### src/rtl/rsl_pkg.sv
package rsl_pkg;
    localparam int RID_W = 16;
    localparam int SID_W = 6;
    localparam int ACX_W = 3;

    localparam logic [1:0] A_CTL = 2'd0;
    localparam logic [1:0] A_W1  = 2'd1;
    localparam logic [1:0] A_W2  = 2'd2;

    localparam int W1_VLD    = 31;
    localparam int W1_ACX_LO = 8;
    localparam int W2_RID_LO = 16;
    localparam int CTL_RWA   = 16;

    typedef struct packed {
        logic             vld;
        logic [ACX_W-1:0] acx;
        logic [SID_W-1:0] sid;
        logic [RID_W-1:0] rid;
        logic [RID_W-1:0] msk;
    } ent_t;

    typedef enum logic [1:0] {
        ST_IDLE  = 2'd0,
        ST_STORE = 2'd1,
        ST_LOAD  = 2'd2
    } cst_t;
endpackage

### src/rtl/rsl_regs.sv
module rsl_regs
    import rsl_pkg::*;
#(
    parameter int N_ENT = 32,
    parameter int IDX_W = $clog2(N_ENT)
) (
    input  logic             clk,
    input  logic             rst_n,
    input  logic             reg_wr,
    input  logic [1:0]       reg_addr,
    input  logic [31:0]      reg_wdata,
    output logic [31:0]      reg_rdata,
    input  ent_t             ld_ent,
    output logic             cm_we,
    output logic [IDX_W-1:0] cm_idx,
    output ent_t             stg,
    output logic             busy
);
    cst_t             state_q, state_d;
    ent_t             stg_q;
    logic [IDX_W-1:0] idx_q;
    logic             rwa_q;
    logic             ld_en;
    logic             ctl_hit;

    assign ctl_hit = reg_wr && (reg_addr == A_CTL) && (state_q == ST_IDLE);

    // state register
    always_ff @(posedge clk) begin
        if (!rst_n) state_q <= ST_IDLE;
        else        state_q <= state_d;
    end

    // next state
    always_comb begin
        state_d = state_q;
        unique case (state_q)
            ST_IDLE: begin
                if (ctl_hit)
                    state_d = reg_wdata[CTL_RWA] ? ST_LOAD : ST_STORE;
            end
            ST_STORE: state_d = ST_IDLE;
            ST_LOAD:  state_d = ST_IDLE;
            default:  state_d = ST_IDLE;
        endcase
    end

    // state outputs
    always_comb begin
        cm_we = 1'b0;
        ld_en = 1'b0;
        busy  = 1'b1;
        unique case (state_q)
            ST_IDLE:  busy  = 1'b0;
            ST_STORE: cm_we = 1'b1;
            ST_LOAD:  ld_en = 1'b1;
            default:  busy  = 1'b0;
        endcase
    end

    always_ff @(posedge clk) begin
        if (!rst_n) begin
            idx_q <= '0;
            rwa_q <= 1'b0;
        end else if (ctl_hit) begin
            idx_q <= reg_wdata[IDX_W-1:0];
            rwa_q <= reg_wdata[CTL_RWA];
        end
    end

    // staging words; a load-back takes precedence over a data write
    always_ff @(posedge clk) begin
        if (!rst_n) begin
            stg_q <= '0;
        end else if (ld_en) begin
            stg_q <= ld_ent;
        end else if (reg_wr) begin
            if (reg_addr == A_W1) begin
                stg_q.vld <= reg_wdata[W1_VLD];
                stg_q.acx <= reg_wdata[W1_ACX_LO +: ACX_W];
                stg_q.sid <= reg_wdata[SID_W-1:0];
            end
            if (reg_addr == A_W2) begin
                stg_q.rid <= reg_wdata[W2_RID_LO +: RID_W];
                stg_q.msk <= reg_wdata[RID_W-1:0];
            end
        end
    end

    always_comb begin
        reg_rdata = '0;
        unique case (reg_addr)
            A_CTL: begin
                reg_rdata[IDX_W-1:0] = idx_q;
                reg_rdata[CTL_RWA]   = rwa_q;
            end
            A_W1: begin
                reg_rdata[W1_VLD]              = stg_q.vld;
                reg_rdata[W1_ACX_LO +: ACX_W]  = stg_q.acx;
                reg_rdata[SID_W-1:0]           = stg_q.sid;
            end
            A_W2: begin
                reg_rdata[W2_RID_LO +: RID_W]  = stg_q.rid;
                reg_rdata[RID_W-1:0]           = stg_q.msk;
            end
            default: reg_rdata = '0;
        endcase
    end

    assign cm_idx = idx_q;
    assign stg    = stg_q;
endmodule

### src/rtl/rsl_table.sv
module rsl_table
    import rsl_pkg::*;
#(
    parameter int N_ENT = 32,
    parameter int IDX_W = $clog2(N_ENT)
) (
    input  logic             clk,
    input  logic             rst_n,
    input  logic             we,
    input  logic [IDX_W-1:0] widx,
    input  ent_t             wdata,
    input  logic [IDX_W-1:0] ridx,
    output ent_t             rdata,
    output ent_t [N_ENT-1:0] tbl_o
);
    ent_t [N_ENT-1:0] tbl_q;

    for (genvar g = 0; g < N_ENT; g++) begin : g_ent
        always_ff @(posedge clk) begin
            if (!rst_n)
                tbl_q[g] <= '0;
            else if (we && (widx == IDX_W'(g)))
                tbl_q[g] <= wdata;
        end
    end

    assign rdata = tbl_q[ridx];
    assign tbl_o = tbl_q;
endmodule

### src/rtl/rsl_match.sv
module rsl_match
    import rsl_pkg::*;
#(
    parameter int N_ENT = 32
) (
    input  logic             clk,
    input  logic             rst_n,
    input  logic             lk_valid,
    input  logic [RID_W-1:0] lk_rid,
    input  ent_t [N_ENT-1:0] tbl,
    output logic             res_valid,
    output logic             res_hit,
    output logic [SID_W-1:0] res_sid,
    output logic [ACX_W-1:0] res_acx
);
    logic [N_ENT-1:0] hv;
    logic             w_hit;
    logic [SID_W-1:0] w_sid;
    logic [ACX_W-1:0] w_acx;

    for (genvar g = 0; g < N_ENT; g++) begin : g_cmp
        assign hv[g] = tbl[g].vld && (((lk_rid ^ tbl[g].rid) & tbl[g].msk) == '0);
    end

    // walk downward so the lowest matching index is assigned last
    always_comb begin
        w_hit = 1'b0;
        w_sid = '0;
        w_acx = '0;
        for (int i = N_ENT - 1; i >= 0; i--) begin
            if (hv[i]) begin
                w_hit = 1'b1;
                w_sid = tbl[i].sid;
                w_acx = tbl[i].acx;
            end
        end
    end

    always_ff @(posedge clk) begin
        if (!rst_n) begin
            res_valid <= 1'b0;
            res_hit   <= 1'b0;
            res_sid   <= '0;
            res_acx   <= '0;
        end else begin
            res_valid <= lk_valid;
            res_hit   <= lk_valid && w_hit;
            res_sid   <= lk_valid ? w_sid : '0;
            res_acx   <= lk_valid ? w_acx : '0;
        end
    end
endmodule

### src/rtl/rid_sid_lut.sv
module rid_sid_lut
    import rsl_pkg::*;
#(
    parameter int N_ENT = 32,
    parameter int IDX_W = $clog2(N_ENT)
) (
    input  logic        clk,
    input  logic        rst_n,
    input  logic        reg_wr,
    input  logic [1:0]  reg_addr,
    input  logic [31:0] reg_wdata,
    output logic [31:0] reg_rdata,
    input  logic        lk_valid,
    input  logic [15:0] lk_rid,
    output logic        res_valid,
    output logic        res_hit,
    output logic [5:0]  res_sid,
    output logic [2:0]  res_acx
);
    logic             cm_we;
    logic [IDX_W-1:0] cm_idx;
    ent_t             stg;
    ent_t             ld_ent;
    logic             busy;
    ent_t [N_ENT-1:0] tbl_w;

    rsl_regs #(.N_ENT(N_ENT), .IDX_W(IDX_W)) u_regs (
        .clk       (clk),
        .rst_n     (rst_n),
        .reg_wr    (reg_wr),
        .reg_addr  (reg_addr),
        .reg_wdata (reg_wdata),
        .reg_rdata (reg_rdata),
        .ld_ent    (ld_ent),
        .cm_we     (cm_we),
        .cm_idx    (cm_idx),
        .stg       (stg),
        .busy      (busy)
    );

    rsl_table #(.N_ENT(N_ENT), .IDX_W(IDX_W)) u_table (
        .clk   (clk),
        .rst_n (rst_n),
        .we    (cm_we),
        .widx  (cm_idx),
        .wdata (stg),
        .ridx  (cm_idx),
        .rdata (ld_ent),
        .tbl_o (tbl_w)
    );

    rsl_match #(.N_ENT(N_ENT)) u_match (
        .clk       (clk),
        .rst_n     (rst_n),
        .lk_valid  (lk_valid),
        .lk_rid    (lk_rid),
        .tbl       (tbl_w),
        .res_valid (res_valid),
        .res_hit   (res_hit),
        .res_sid   (res_sid),
        .res_acx   (res_acx)
    );
endmodule

### config.mk
export PLATFORM = sky130hd
export DESIGN_NAME = rid_sid_lut
export DESIGN_NICKNAME = d
export VERILOG_FILES = /design/src/rtl/rsl_pkg.sv /design/src/rtl/rsl_regs.sv /design/src/rtl/rsl_table.sv /design/src/rtl/rsl_match.sv /design/src/rtl/rid_sid_lut.sv
export SDC_FILE = /design/constraint.sdc
export NUM_CORES = 2
export LEC_CHECK = 0
export BUFFER_PORTS_ARGS = -buffer_cell sky130_fd_sc_hd__buf_2
export CAP_MARGIN = 20
export CORE_ASPECT_RATIO = 0.6
export CORE_MARGIN = 2
export CORE_UTILIZATION = 45
export DETAILED_ROUTE_END_ITERATION = 10
export PLACE_DENSITY = 0.66
export SYNTH_ARGS = -nofsm -noshare
export SYNTH_HDL_FRONTEND = slang
export SYNTH_SLANG_ARGS = --single-unit
export TNS_END_PERCENT = 1
### constraint.sdc
create_clock -name clk -period 3.85 [get_ports clk]
set_input_delay 0 -clock clk [delete_from_list [all_inputs] [get_ports clk]]
set_output_delay 0 -clock clk [all_outputs]
set_load 0.1 [all_outputs]
== Word level (Yosys, flattened, before mapping) ==
Index checks and enable logic that the tools add are counted.
Storage, ports and cells
  register bits after elaboration: 1405
  bits of input ports: 54
  output and inout bits: 43
  word-level logic and storage cells: 494
Cells by class
  reductions and logical operators: 109
  bitwise gates (word level): 64
  multiplexer cells: 113
  equality and inequality tests: 35
  magnitude comparators: 1
Operators by type and width (count)
  $and A16 B16 Y16: 32
  $logic_not A16 Y1: 32
  $xor A16 B16 Y16: 32
  $bmux W42 S5: 1
  $mux W6: 32
  $mux W42: 3
  $mux W3: 32
  $eq A5 B5 Y1 const B: 16
  $logic_and A1 B1 Y1: 67
  $eq A5 B4 Y1 const B: 8
  $mux W1: 34
  $mux W32: 1
  $eq A5 B3 Y1 const B: 4
  $pmux W5 S3: 1
  $mux W14: 1
  $eq A5 B2 Y1 const B: 2
  $mux W10: 1
  $reduce_and A2 Y1: 4
  $lt A5 B6 Y1 const B: 1
  $pmux W1 S2: 3
  $pmux W3 S2: 1
  $reduce_bool A2 Y1: 3
  $eq A5 B1 Y1 const B: 1
  $logic_not A5 Y1: 1
  5 further kinds: 9

== Longest topological paths before layout ==
  depth in word-level cells: 37
  mapped depth: 14
  gate-level depth less buffers: 9

== Modules after synthesis ==
A second synthesis with hierarchy kept.
Unflattened totals
  cells, all modules: 9367
  area total of the unflattened synthesis: 75444.9 um^2
Modules (own cells, without submodules)
  rsl_table: seq. area each 26905.8 um^2, area each 61143.6 um^2, instances 1, cells each 7539
  rsl_match: seq. area each 220.2 um^2, area each 11075.6 um^2, instances 1, cells each 1499
  rsl_regs: seq. area each 1001.0 um^2, area each 3225.6 um^2, instances 1, cells each 329

== Least setup slack after synthesis ==
No wires, ideal clock.
  kind: register to output
  start: reg u_regs.idx_q[0], in the netlist u_regs.cm_idx[0]
  end: out reg_rdata[0]
  arrival: 2.957 ns
  setup slack: 0.893 ns
  buffers on the path: 5
  required time: 3.850 ns
  stages on the path, launching flop included: 8
  path through: dfxtp_1 -> buf_2 -> buf_2 -> buf_2 -> clkbuf_1 -> buf_1 -> a222oi_1 -> nor2_1
On the way
  longest elaborated chain between the ends: 1
RTL lines
  start, declared: line rsl_regs.sv:21  | logic [IDX_W-1:0] idx_q;
  start signal, assigned: line rsl_regs.sv:66  | idx_q <= reg_wdata[IDX_W-1:0];
  $pmux W5 S3: line rsl_regs.sv:92  | unique case (reg_addr)
  end, declared: line rid_sid_lut.sv:12  | output logic [31:0] reg_rdata,
No other way between the ends.

== Worst setup path after layout ==
  start: reg u_table.tbl_q, in the netlist u_table.tbl_o[618]
  end: reg u_match.res_sid[2]
On the way
  longest elaborated chain between the ends: 19
RTL lines
  start, declared: line rsl_table.sv:16  | ent_t [N_ENT-1:0] tbl_q;
  start signal, assigned by index: line rsl_table.sv:23  | tbl_q[g] <= wdata;
  $xor A16 B16 Y16: line rsl_match.sv:22  | assign hv[g] = tbl[g].vld && (((lk_rid ^ tbl[g].rid) & tbl[g].msk) == '0);
  $and A16 B16 Y16: line rsl_match.sv:22
  $logic_not A16 Y1: line rsl_match.sv:22
  $logic_and A1 B1 Y1: line rsl_match.sv:22
  $mux W6 (15 in a row): line rsl_match.sv:31  | if (hv[i]) begin
  end signal, assigned: line rsl_match.sv:48  | res_sid <= lk_valid ? w_sid : '0;
  end, declared: line rsl_match.sv:13  | output logic [SID_W-1:0] res_sid,
No other way between the ends.
A chain may end at the register's enable or synchronous reset.

==> impl_metrics.env <==
export IMPL_outcome="complete, no violations"
export IMPL_preCtsSetupSlack_ns=0.207
export IMPL_first_pass_grt_wire_length_um=462000
export IMPL_startpoint="u_table.tbl_o[618]"
export IMPL_highest_layer="met5"
export IMPL_antenna_left=0
export IMPL_cts_setup_buffers=0
export IMPL_worstReg2RegStart="u_table.tbl_o[618]"
export IMPL_worst_endpoint_required_ns=4.49
export IMPL_min_delay_path_depth=5
export IMPL_routed_wl_met3_um=66200
export IMPL_grt_max_degree=240
export IMPL_cts_root_to_sink_buffers=4
export IMPL_core_box_area_um2=162000
export IMPL_ys_async_sr_fraction_pct=0
export IMPL_min_delay_start="reg_wdata[17]"
export IMPL_timing_max_cap_violations=0
export IMPL_drive_above_1_share_pct=14.2
export IMPL_yosys_register_bits=1405
export IMPL_areaGrowthSynthToFinish_pct=10.7
export IMPL_cellLeakagePower_nw=27.1
export IMPL_floorplan_initialDensity_pct=45.5
export IMPL_timing_final_ws_setup_ns=0.0739
export IMPL_slew_limit_headroom_pct=18.1
export IMPL_ys_warnings_count=0
export IMPL_drtPass1Iterations=8
export IMPL_mux_cell_area_share_after_synthesis_pct=13.6
export IMPL_cts_buffers_inserted=143
export IMPL_distinct_cell_type_count_after_synthesis=77
export IMPL_path_clk_slew_ns=0.07
export IMPL_post_drt_wl_per_cell_um=31.5
export IMPL_clock_tree_from_tritoncts="yes"
export IMPL_power_density_cell_area_nw_per_um2=380
export IMPL_dpl_hpwl_um=231000
export IMPL_wirelength_um=329000
export IMPL_utilization_pct=50.4
export IMPL_hold_end="u_regs.stg[17]"
export IMPL_globalRouteOverflowTotal=0
export IMPL_path_max_fanout=6
export IMPL_totalNegativeSetupSlack_ns=0
export IMPL_r2r_end="u_match.res_sid[2]"
export IMPL_largest_family_of_logic_cells_by_synthesized_area="compound AO/OA/AOI/OAI gates"
export IMPL_end_kind="register"
export IMPL_yosysSeqAreaShare_pct=38.2
export IMPL_floorplan_die_height_um=317
export IMPL_worst_clock_skew_ns=0.0712
export IMPL_synth_xor_area_share_pct=6.11
export IMPL_worst_setup_path_start_kind="register"
export IMPL_cts_htree_levels=4
export IMPL_syn_mean_instance_area_um2=8.75
export IMPL_die_area_um2=167000
export IMPL_hp_class="input pin to register"
export IMPL_top_level_ports=97
export IMPL_worst_r2r_path_depth=9
export IMPL_mappedNetlistNets=8471
export IMPL_cp_data_arrival_time_ns=4.41
export IMPL_timing_final_crit_share_pct=98.1
export IMPL_drc_errors_left=0
export IMPL_final_hold_violation_count=0
export IMPL_place_port_buffers=96
export IMPL_ir_drop_mv=0.324
export IMPL_floorplan_rows=114
export IMPL_dr_total_vias=67981
export IMPL_setup_worst_path_class="register to register"
export IMPL_fmax_mhz=265
export IMPL_initial_antenna_violation_count=24
export IMPL_floorplan_die_width_um=526
export IMPL_routabilityCongestion=1.08
export IMPL_number_of_max_slew_violations_in_the_final_report=0
export IMPL_first_global_vias=61012
export IMPL_clock_insertion_delay_worst_skew_ns=0.82
export IMPL_drt_iter0_markers=12658
export IMPL_clock_sinks=1405
export IMPL_via_per_inst=6.51
export IMPL_finalNetCount=8256
export IMPL_synth_simple_area_share_pct=17.7
export IMPL_m1WireLength_um=132000
export IMPL_setup_viol=0
export IMPL_grt_setup_unrepaired="no"
export IMPL_tightestPinTransition_ns=1.23
export IMPL_fill_cells=14748
export IMPL_post_synth_inst_count=8413
export IMPL_synth_compound_area_share_pct=19.4
export IMPL_met2RoutedLength_um=120000
export IMPL_final_min_clock_period_ns=3.78
export IMPL_grt_total_usage_pct=38.2
export IMPL_root_buffer="clkbuf_16"
export IMPL_synthAdderAreaFrac_pct=0.0680
export IMPL_worst_r2r_setup_slack_ns=0.07
export IMPL_synth_ff_type="dfxtp_1"
export IMPL_synth_edff_count=0
export IMPL_synthesis_area_um2=73600
-- cells in the final DEF, fill, tap and decap left out, types with 16 or more instances in the layout --
cell type,count
nand4_1,59
a21oi_1,81
a211oi_1,61
dfxtp_2,33
and2_1,27
mux2i_1,57
clkbuf_16,145
dfxtp_1,1367
inv_1,37
o21ai_0,26
buf_2,96
nor2_1,111
a21boi_0,1347
clkbuf_1,30
nand2_1,2818
nand2_2,32
o211ai_1,26
buf_4,278
nor2b_1,58
nor3_1,22
xor2_1,510
nand3_1,16
nor2_4,24
clkbuf_8,36
buf_12,34
a22oi_1,211
mux4_2,420
o221ai_1,21
dlygate4sd3_1,41
-- worst max-delay path: stages, from the launching register on --
cell,delay [ns]
dfxtp_1,0.49
xor2_1,0.11
a22oi_1,0.75
nand2_1,0.20
nor3_1,0.71
buf_4,0.30
nor2_1,0.15
a211oi_1,0.42
o2111ai_1,0.24
a31o_1,0.25
-- worst max-delay path by stage --
stage	to	depth (start not counted)	slack, ns
2_1_floorplan	reg_rdata[0]	7	0.89
3_3_place_gp	u_match.res_sid[3]	12	0.15
3_5_place_dp	u_match.res_sid[3]	12	0.21
4_1_cts	u_match.res_sid[1]	10	0.24
5_1_grt	u_match.res_sid[3]	10	0.20
6_report	u_match.res_sid[2]	9	0.07
-- Yosys cell counts, types with 12 or more instances --
cell	count	area, µm²
a221o_1	12	120
a222oi_1	15	150
nand2b_1	13	81.3
a22oi_1	211	1580
buf_2	43	215
and2_1	27	169
nor3_1	33	165
clkbuf_1	603	2260
a21boi_0	1347	10100
dfxtp_1	1405	28100
o221ai_1	21	184
nor2_1	135	507
nand2_1	2849	10700
nand3_1	16	80.1
buf_6	40	450
nor2b_1	59	369
and4_1	14	123
nand4_1	59	369
inv_1	37	139
a22o_1	12	105
mux2i_1	57	571
a21oi_1	83	415
o211ai_1	26	195
a211oi_1	61	458
xor2_1	510	4470
o21ai_0	26	130
and3_1	13	81.3
buf_1	109	409
mux4_2	420	9460
-- flip-flops by register name, summed over array words and instances, names as in the netlist --
| register | flops |
|---|---|
| u_match.res_hit | 1 |
| u_regs.state_q | 2 |
| u_match.res_sid | 6 |
| u_regs.cm_idx | 5 |
| u_regs.rwa_q | 1 |
| u_match.res_acx | 3 |
| u_match.res_valid | 1 |
| u_table.tbl_o | 1344 |
| u_regs.stg | 42 |
-- layout make-up --
type	instances	area (µm²)	area share, %
Clock buffer	211	4240	5.20
Sequential cell	1405	28200	34.6
Antenna cell	6	15.0	0.0184
Multi-Input combinational cell	6160	42200	51.8
Timing Repair Buffer	450	3670	4.51
Inverter	38	143	0.175
Tap cell	2146	2690	3.30
Clock inverter	26	320	0.393
-- metrics by stage --
| step | power, W | hold WS, ns | cell area, µm² | cells |
|---|---|---|---|---|
| after floorplan | 0.0161 | 0.0722 | 73600 | 8413 |
| after global placement | 0.0168 | 0.322 | 76500 | 10156 |
| after detailed placement | 0.0168 | 0.329 | 76500 | 10156 |
| after CTS | 0.0308 | 0.0273 | 81500 | 10434 |
| after global routing | 0.0315 | 0.127 | 81500 | 10436 |
| final | 0.0309 | 0.0970 | 81500 | 10442 |
-- cells by family (layout without fill, tap and decap cells) --
kind of cell	after synthesis	count (layout)
and+or+nand+nor	3269	3269
xor gates and xnor gates	512	512
adders and majority gates	4	4
muxes	477	477
AOI/OAI and AO/OA	1898	1898
buffers and inverters	848	725
DFF	1405	1405
other	0	6
-- report_power, final --
group	total, W	leakage, nW	internal [W]	switching [W]
clock network	0.0143	2.26	0.00806	0.00628
registers	0.0147	11.3	0.0145	0.000156
logic	0.00188	13.5	0.000630	0.00125
-- per-layer routing --
layer,up-vias,track usage (%)
met2,5642,48.0
met5,-,0.639
met1,33392,53.6
met4,24,10.8
met3,687,22.5
li1,28236,-
-- repair_timing --
item	CTS	global route
gates resized for setup	0	0
hold endpoints to repair	117	0
hold buffers	41	0
Note: power is estimated with default switching activity, not from simulation.
